<file path="src/rtl/sdlc_idle_pkg.sv">
package sdlc_idle_pkg;

    typedef enum logic [1:0] {
        ST_IDLE  = 2'd0,
        ST_OPEN  = 2'd1,
        ST_FRAME = 2'd2
    } idle_state_e;

    typedef enum logic [1:0] {
        CMD_HOLD = 2'd0,
        CMD_IDLE = 2'd1,
        CMD_FLAG = 2'd2,
        CMD_DROP = 2'd3
    } stage_cmd_e;

    typedef struct packed {
        stage_cmd_e  cmd;
        idle_state_e nxt;
    } seq_step_t;

endpackage

</file>
<file path="src/rtl/idle_sel_reg.sv">
module idle_sel_reg (
    input  logic clk,
    input  logic rst,
    input  logic chan_rst,
    input  logic wr,
    input  logic wdata,
    output logic sel_q
);
    always_ff @(posedge clk) begin
        if (rst || chan_rst) sel_q <= 1'b0;
        else if (wr)         sel_q <= wdata;
    end


    sel_clear_chk: assert property (@(posedge clk) disable iff (rst)
        chan_rst |=> !sel_q);


    sel_write_chk: assert property (@(posedge clk) disable iff (rst || chan_rst)
        wr |=> (sel_q == $past(wdata)));
endmodule

</file>
<file path="src/rtl/idle_seq_fsm.sv">
module idle_seq_fsm
    import sdlc_idle_pkg::*;
(
    input  logic       clk,
    input  logic       rst,
    input  logic       chan_rst,
    input  logic       frame_req,
    input  logic       close_done,
    input  logic       out_valid,
    input  logic       out_ready,
    output stage_cmd_e cmd
);
    idle_state_e state_q;
    seq_step_t   step;
    logic        load_ok;

    assign load_ok = !out_valid || out_ready;

    always_comb begin
        step.cmd = CMD_HOLD;
        step.nxt = state_q;
        unique case (state_q)
            ST_IDLE: begin
                if (load_ok) begin
                    step.cmd = frame_req ? CMD_FLAG : CMD_IDLE;
                    step.nxt = frame_req ? ST_OPEN : ST_IDLE;
                end
            end
            ST_OPEN: begin
                if (out_valid && out_ready) begin
                    step.cmd = CMD_DROP;
                    step.nxt = ST_FRAME;
                end
            end
            ST_FRAME: begin
                if (out_valid) step.cmd = CMD_DROP;
                if (close_done) step.nxt = ST_IDLE;
            end
            default: step.nxt = ST_IDLE;
        endcase
    end

    assign cmd = step.cmd;

    always_ff @(posedge clk) begin
        if (rst || chan_rst) state_q <= ST_IDLE;
        else                 state_q <= step.nxt;
    end


    open_flag_chk: assert property (@(posedge clk) disable iff (rst || chan_rst)
        (state_q == ST_IDLE && frame_req && load_ok) |=> (state_q == ST_OPEN));


    frame_hold_chk: assert property (@(posedge clk) disable iff (rst || chan_rst)
        (state_q == ST_FRAME && !close_done) |=> (state_q == ST_FRAME && !out_valid));
endmodule

</file>
<file path="src/rtl/idle_byte_stage.sv">
module idle_byte_stage
    import sdlc_idle_pkg::*;
#(
    parameter int BYTE_W = 8
) (
    input  logic              clk,
    input  logic              rst,
    input  logic              chan_rst,
    input  stage_cmd_e        cmd,
    input  logic              sel_q,
    input  logic              loop_active,
    input  logic              out_ready,
    output logic              out_valid,
    output logic [BYTE_W-1:0] out_byte
);
    localparam logic [BYTE_W-1:0] FLAG_PAT = {1'b0, {(BYTE_W-2){1'b1}}, 1'b0};
    localparam logic [BYTE_W-1:0] MARK_PAT = {BYTE_W{1'b1}};

    logic mark_eff;
    assign mark_eff = sel_q && !loop_active;

    always_ff @(posedge clk) begin
        if (rst || chan_rst) begin
            out_valid <= 1'b0;
            out_byte  <= FLAG_PAT;
        end else begin
            unique case (cmd)
                CMD_IDLE: begin
                    out_valid <= 1'b1;
                    out_byte  <= mark_eff ? MARK_PAT : FLAG_PAT;
                end
                CMD_FLAG: begin
                    out_valid <= 1'b1;
                    out_byte  <= FLAG_PAT;
                end
                CMD_DROP: out_valid <= 1'b0;
                default:  out_valid <= out_valid;
            endcase
        end
    end


    hold_chk: assert property (@(posedge clk) disable iff (rst || chan_rst)
        (out_valid && !out_ready) |=> (out_valid && $stable(out_byte)));


    pattern_chk: assert property (@(posedge clk) disable iff (rst || chan_rst)
        out_valid |-> (out_byte == FLAG_PAT || out_byte == MARK_PAT));


    loop_flag_chk: assert property (@(posedge clk) disable iff (rst || chan_rst)
        (cmd == CMD_IDLE && loop_active) |=> (out_byte == FLAG_PAT));
endmodule

</file>
<file path="src/rtl/sdlc_idle_gen.sv">
module sdlc_idle_gen
    import sdlc_idle_pkg::*;
#(
    parameter int BYTE_W = 8
) (
    input  logic              clk,
    input  logic              rst,
    input  logic              chan_rst,
    input  logic              sel_wr,
    input  logic              sel_wdata,
    input  logic              loop_active,
    input  logic              frame_req,
    input  logic              close_done,
    input  logic              idle_ready,
    output logic              idle_valid,
    output logic [BYTE_W-1:0] idle_byte
);
    logic       sel_q;
    stage_cmd_e cmd;

    idle_sel_reg u_sel (
        .clk      (clk),
        .rst      (rst),
        .chan_rst (chan_rst),
        .wr       (sel_wr),
        .wdata    (sel_wdata),
        .sel_q    (sel_q)
    );

    idle_seq_fsm u_seq (
        .clk        (clk),
        .rst        (rst),
        .chan_rst   (chan_rst),
        .frame_req  (frame_req),
        .close_done (close_done),
        .out_valid  (idle_valid),
        .out_ready  (idle_ready),
        .cmd        (cmd)
    );

    idle_byte_stage #(.BYTE_W(BYTE_W)) u_stage (
        .clk         (clk),
        .rst         (rst),
        .chan_rst    (chan_rst),
        .cmd         (cmd),
        .sel_q       (sel_q),
        .loop_active (loop_active),
        .out_ready   (idle_ready),
        .out_valid   (idle_valid),
        .out_byte    (idle_byte)
    );


    reload_chk: assert property (@(posedge clk) disable iff (rst || chan_rst)
        (idle_valid && idle_ready && !frame_req && !loop_active && sel_q && !sel_wr
         && cmd == CMD_IDLE) |=> (idle_valid && idle_byte == {BYTE_W{1'b1}}));
endmodule

</file>
<file path="config.mk">
export PLATFORM = sky130hd
export DESIGN_NAME = sdlc_idle_gen
export DESIGN_NICKNAME = d
export VERILOG_FILES = /design/src/rtl/sdlc_idle_pkg.sv /design/src/rtl/idle_sel_reg.sv /design/src/rtl/idle_seq_fsm.sv /design/src/rtl/idle_byte_stage.sv /design/src/rtl/sdlc_idle_gen.sv
export SDC_FILE = /design/constraint.sdc
export NUM_CORES = 1
export LEC_CHECK = 0
export ABC_AREA = 1
export BUFFER_PORTS_ARGS = -buffer_cell sky130_fd_sc_hd__buf_2
export CAP_MARGIN = 20
export CORE_AREA = 2 2 39 41
export DETAILED_ROUTE_END_ITERATION = 6
export DIE_AREA = 0 0 41 43
export GPL_ROUTABILITY_DRIVEN = 0
export PLACE_DENSITY = 0.62
export REMOVE_ABC_BUFFERS = 1
export SLEW_MARGIN = 20
export SYNTH_ARGS = -nofsm -noshare
export SYNTH_HDL_FRONTEND = slang
export SYNTH_HIERARCHICAL = 1
export SYNTH_SLANG_ARGS = --single-unit
</file>
<file path="constraint.sdc">
create_clock -name clk -period 1.45 [get_ports clk]
set_input_delay 0.2175 -clock clk [delete_from_list [all_inputs] [get_ports clk]]
set_output_delay 0.2175 -clock clk [all_outputs]
set_load 0.05 [all_outputs]
</file>
==> results.ini, run 1 <==
[drt]
wl_per_cell_um=8.42
wl_um=800
via_count=385
viasPerCell=4.05
drtAntennaViolNets=0
drt_iter0_markers=6
dr.pass1.iters=4
drc=0

[cells_and_area]
regArea_um2=104
antenna_cells=0
final_nets=92
layoutNonFillerInstCount=95
multi_input_area_um2=255
area_growth_pct=26.3
final_area_um2=534
num-fill-cells=155
layout-drive-gt1-share_pct=40.5

[logic_synthesis]
yosysTopAreaCellShare_pct=23.7
syn_avg_cell_area_um2=6.61
synth_seq_cells=5
yosys.area.top_type=dfxtp_1
ys_top_cells_by_area=dfxtp_1, buf_4, nand2_1
yosysWarnings=6
seq_area_frac_synth_pct=23.7
synth_area_um2=423
syn_inst=64
ys_types=17

[timing]
final_max_slew_viol_count=0
hold_slack_ns=0.224
setup_viol=0
max_freq_ghz=0.731
period_share_pct=94.3
hold_viol_final=0
period_minus_slack_ns=1.37
skew_ns=0.00244

[critical_path]
critical_path_buf_inv_count=3
crit_path_cell_trace=inv_2 -> nand4_1 -> nand3_2 -> inv_1 -> ha_4 -> inv_1 -> nand2_1 -> nand2_1 -> a21oi_2
worst_path_max_delay_cell=dfxtp_2
crit_family=simple AND/OR/NAND/NOR gates
startpoint_type=flip-flop
worstSetupEndpointType=flip-flop
max_stage_delay_ns=0.33
worstSetupPathType=flip-flop to flip-flop
path_depth=9
cp.arrival_ns=1.54
cp.required_ns=1.62
worst-path-max-fanout=4
ff2ff_path_depth=9

[clocking]
h-tree-depth=1
clock_latency_ns=0.24
cts.path.max_buffers=2
ctsRootBufferMaster=clkbuf_4
cts-buffers-inserted=3
tritoncts=yes
cts_num_sinks=5
clk_pin_slew_ns=0.04

[pwr]
leakagePower_nw=0.297
p_sw_share_pct=35.5
p_per_area_nw_per_um2=869
p_int_mw=0.299
power_frac_clock_pct=33.4
p_sw_mw=0.165
p_comb_share_pct=33.4
seq_power_share_pct=33.1
worst_ir_drop_vdd_mv=0.398
power_mw=0.464

[floorplanning]
fp.dieH_um=43
io_pins=18
initial_core_util_pct=30.6
dieArea_um2=1760
core-area_um2=1380
rows=14
die_w_um=41

[global_route]
gr-total-overflow=0
grt_pass1_vias=339
grtUsageTotal_pct=10.5
grt_pass1_wl_um=1260
grt_max_degree=8
antenna_found_initial=0

[hold_path]
min_path_type=input port to flip-flop
hold_path_depth=3

[placed_design]
port_buffers=11
placed_cell_area_um2=449
dp_hpwl_um=547
dp.cells=87

[status]
status=finished clean

[flow_run]
drv_cap=0

## metrics by stage
step                setup slack, ns  setup TNS [ns]  util [%]
floorplan                    -0.259          -0.467         -
global placement            0.00502               0      32.5
detailed placement          0.00386               0      32.5
CTS                          0.0363               0      34.4
global route               -0.00681        -0.00681      38.6
finish                       0.0826               0      38.6
## cell families after synthesis
kind of cell             share of synthesized area [%]
adder cells (fa/ha/maj)                           8.88
other                                            0.887
flip-flops                                        23.7
AND/OR/NAND/NOR                                   35.2
AO/OA/AOI/OAI                                     5.62
buffers and inverters                             25.7
## tightest hold or removal path: stages
cell and delay (ns):
buf_2 0.09, nor2_1 0.04, nor2_2 0.08
## path summary, 6_finish.rpt
| path | from | to | slack, ns |
|---|---|---|---|
| max | u_seq/state_q[1] | u_stage/out_byte[0] | 0.08 |
| min | sel_wr | u_sel/sel_q | 0.22 |
| max reg2reg | u_seq/state_q[1] | u_stage/out_byte[0] | 0.08 |
| min reg2reg | u_sel/sel_q | u_stage/out_byte[0] | 0.47 |
## final cells by class
| cell class | instances | area share [%] |
|---|---|---|
| Timing Repair Buffer | 15 | 15.9 |
| Clock buffer | 4 | 4.92 |
| Sequential cell | 5 | 19.4 |
| Multi-Input combinational cell | 44 | 47.8 |
| Inverter | 11 | 8.20 |
| Tap cell | 16 | 3.75 |
## metal layers
metal  vias up  track usage [%]  part of all wire, %
met5         -                0                    0
met3         0             3.66                  6.3
met2        12             15.0                   51
met1       163             12.9                   43
met4         0             6.00                    0
li1        210                -                    -
## repair_timing
| action | in CTS | in global routing |
|---|---|---|
| gates cloned | 0 | 0 |
| buffers inserted | 0 | 4 |
| setup endpoints to repair | 1 | 2 |
| pin swaps | 0 | 1 |
| endpoints found under the hold margin | 0 | 0 |
| hold buffers | 0 | 0 |
| gates resized for setup | 1 | 6 |
## flip-flops by register name, summed over array words and instances (netlist names)
signal and flops:
u_seq/state_q 2, u_sel/sel_q 1, u_stage/out_byte 1, u_stage/out_valid 1
## layout by cell type, fill, tap and decap left out
master	netlist	layout
inv_2	3	2
nor2_4	1	1
dfxtp_1	5	2
nand3b_1	1	1
a21boi_1	1	1
nor2_1	7	7
inv_1	8	8
nand2_2	1	1
buf_4	9	4
nand2_1	14	14
o21a_1	1	1
clkbuf_4	0	3
clkbuf_1	0	1
nand3_2	0	2
nor2_2	2	2
dfxtp_2	0	3
nand3_1	4	2
buf_2	0	11
ha_4	0	1
conb_1	1	6
a21oi_2	1	1
inv_4	0	1
nand4_1	2	2
ha_1	3	2
## Yosys cell counts
library cell,number
nand2_1,14
buf_4,9
inv_1,8
nor2_1,7
dfxtp_1,5
nand3_1,4
ha_1,3
inv_2,3
nand4_1,2
nor2_2,2
a21boi_1,1
a21oi_2,1
conb_1,1
nand2_2,1
nand3b_1,1
nor2_4,1
o21a_1,1
## power groups by stage
stage / clock [mW] / sequential [mW] / combinational [mW]
6_report: 0.155 / 0.154 / 0.155
5_1_grt: 0.175 / 0.155 / 0.175
4_1_cts: 0.166 / 0.153 / 0.139
3_5_place_dp: 0 / 0.154 / 0.138
3_3_place_gp: 0 / 0.154 / 0.138
2_1_floorplan: 0 / 0.174 / 0.0903
Power figures use the tool's default switching activity.
==> inputs of run 2 (changes only) <==
- ABC_AREA: 1 -> not set
- PLACE_DENSITY: 0.62 -> 0.57
- RECOVER_POWER: not set -> 25
==> results.ini, run 2 <==
[cells_and_area]
area_growth_pct=44.4
num-fill-cells=151  ; -2.6%
layout_common_cells=buf_2, buf_4, conb_1
regArea_um2=104  ; unchanged
antenna_cells=0  ; unchanged
largest_reg_flops=2  ; unchanged
final_nets=75  ; -18%
largest_register=u_seq/state_q
final_common_cell=buf_2
layout-drive-gt1-share_pct=53.2  ; +13 points
multi_input_area_um2=249  ; -2.5%

[logic_synthesis]
ys_types=19  ; +2
synth-edff-count=0  ; unchanged
syn_avg_cell_area_um2=8.53  ; +29%
yosysMostFrequentCell=buf_4
synth_seq_cells=5  ; unchanged
syn_inst=43  ; -33%
synth_fa_ha_area_share_pct=10.2  ; +1.4 points
synth_area_um2=367  ; -13%
ys_top_cells_by_area=dfxtp_1, buf_4, ha_1
synth_common_cells=buf_4, dfxtp_1, inv_1, nand2_1, ha_1
synth_top_family_by_area=buffers and inverters
yosysTopAreaCellShare_pct=27.3  ; +3.6 points
yosys.area.top_type=dfxtp_1
synthArstFlopShare_pct=0  ; unchanged
synthMuxAreaShare_pct=2.73  ; +2.7 points
synth_compound_area_share_pct=14.3  ; +8.7 points
synth_xor_area_share_pct=0  ; unchanged
dominantRegCellSynth=dfxtp_1
synth-simple-area-share_pct=21.8  ; -13 points
yosysWarnings=6  ; unchanged
seq_area_frac_synth_pct=27.3  ; +3.6 points

[global_route]
grt_pass1_vias=310  ; -8.6%
grtUsageTotal_pct=10.6  ; +0.090 points
use_met1_pct=13.2  ; +0.28 points
met2_usage_pct=14.4  ; -0.63 points
antenna_found_initial=0  ; unchanged
grt_pass1_wl_um=1250  ; -0.56%
gr-total-overflow=0  ; unchanged
use_met3_pct=4.71  ; +1.0 points
grt.busiest_layer=met2
grt_max_degree=6  ; -2

[floorplanning]
initial_core_util_pct=26.5  ; -4.1 points
die_w_um=41  ; unchanged
fp.dieH_um=43  ; unchanged
core-area_um2=1380  ; unchanged
io_pins=18  ; unchanged
rows=14  ; unchanged
dieArea_um2=1760  ; unchanged

[critical_path]
rrSetupSlack_ns=-0.17  ; -0.26 ns
startpoint_type=flip-flop
worst-path-max-fanout=4  ; unchanged
critical_path_buf_inv_count=1  ; -2
cp.arrival_ns=1.79  ; +0.25 ns
max_stage_delay_ns=0.34  ; about the same
cp.required_ns=1.61  ; about the same
worstSetupPathType=flip-flop to flip-flop
crit_path_cell_trace=and4b_1 -> a31oi_4 -> o31ai_2 -> buf_4 -> ha_1 -> nand4bb_1 -> a211oi_2
worstSetupEndpointType=flip-flop
crit_family=compound AO/OA/AOI/OAI gates
worst_path_max_delay_cell=dfxtp_2

[pwr]
leakagePower_nw=0.263  ; -12%
p_per_area_nw_per_um2=816  ; -6.1%
worst_ir_drop_vdd_mv=0.378  ; -5.1%
power_mw=0.432  ; -7.0%

[clocking]
cts.path.max_buffers=2  ; unchanged
cts-buffers-inserted=3  ; unchanged
h-tree-depth=1  ; unchanged
clock_latency_ns=0.24  ; about the same
ctsRootBufferMaster=clkbuf_4
cts_num_sinks=5  ; unchanged
tritoncts=yes
clk_pin_slew_ns=0.04  ; about the same

[drt]
viasPerCell=4.05  ; about the same
drt_iter0_markers=6  ; unchanged
via_count=316  ; -18%
dr.pass1.iters=2  ; -2
drc=0  ; unchanged
wl_per_cell_um=9.40  ; +12%
drtAntennaViolNets=0  ; unchanged
wl_um=733  ; -8.4%

[timing]
final_max_slew_viol_count=0  ; unchanged
hold_viol_final=0  ; unchanged
max_freq_ghz=0.616  ; -16%
skew_ns=0.00276  ; +0.000316 ns
setup_viol=2  ; +2
period_minus_slack_ns=1.62  ; +0.257 ns
period_share_pct=112  ; +18 points
rsz0062_at_grt=true
fin_ws_ns=-0.174  ; -0.257 ns

[status]
status=finished, violations left
failed_checks=negative setup slack

[placed_design]
place_ws_ns=-0.234  ; -0.238 ns
dp_hpwl_um=544  ; -0.49%
port_buffers=11  ; unchanged

[hold_path]
min_path_type=input port to flip-flop

[flow_run]
drv_cap=0  ; unchanged

## run 2: cell types whose count changed in the layout (fill, tap and decap cells not counted), moves of 4 or more
cell / before / now
buf_4: 4 / 8
inv_1: 8 / 3
nand2_1: 14 / 4
nor2_1: 7 / 0
## run 2: metrics by stage
step / area, um^2 / util, % / std cells / hold slack [ns] / setup TNS, ns
after global placement: 445 / 32.2 / 73 / 0.456 / -0.407
after CTS: 512 / 37.0 / 78 / 0.196 / -0.314
after floorplan: 318 / - / 39 / 0.282 / -0.987
final: 529 / 38.2 / 78 / 0.208 / -0.327
after global routing: 529 / 38.2 / 78 / 0.213 / -0.490
after detailed placement: 445 / 32.2 / 73 / 0.457 / -0.433
## run 2: kinds of logic (layout without fill, tap and decap cells)
kind of cell,after synthesis,in the layout
buffers and inverters,13,27
flip-flops,5,5
other,1,6
multiplexers,1,1
AO/OA/AOI/OAI,7,7
adder cells (fa/ha/maj),3,3
AND/OR/NAND/NOR,13,13
## run 2: worst paths after layout
check,depth (start not counted),startpoint,endpoint
min reg2reg,2,u_stage/out_byte[0],u_stage/out_byte[0]
max,7,u_seq/state_q[0],u_stage/out_byte[0]
max reg2reg,7,u_seq/state_q[0],u_stage/out_byte[0]
min,2,rst,u_stage/out_valid
## run 2: layer usage
layer  share of wire, %  vias to the layer above  wire length (um)
li1                   -                      173                 -
met1                 43                      138               314
met2                 54                        5               396
met3                3.0                        0                22
met4                  0                        0                 0
met5                  0                        -                 0
## run 2: area by class of cell
cell class	instances	share of cell area, %
Sequential cell	5	19.6
Multi-Input combinational cell	30	47.0
Inverter	4	2.84
Timing Repair Buffer	19	21.7
Tap cell	16	3.78
Clock buffer	4	4.96
## run 2: worst reg2reg max path: cells and delay by family, from the launching register on
| kind | cells | cell delay (ns) |
|---|---|---|
| flip-flops | 1 | 0.34 |
| AO/OA/AOI/OAI | 3 | 0.51 |
| buffers and inverters | 1 | 0.14 |
| AND/OR/NAND/NOR | 2 | 0.40 |
| adder cells (fa/ha/maj) | 1 | 0.16 |
## run 2: power breakdown
group	total, mW	leakage (nW)	internal [mW]	switching (mW)
Combinational	0.124	0.206	0.0460	0.0778
Sequential	0.148	0.0420	0.143	0.00433
Clock	0.160	0.0150	0.104	0.0563
## run 2: what timing repair did
action | CTS | global route
gates resized for setup | 8 | 3
setup buffers | 1 | 0
hold buffers | 0 | 0
endpoints found under the setup margin | 2 | 2
pin swaps | 1 | 0
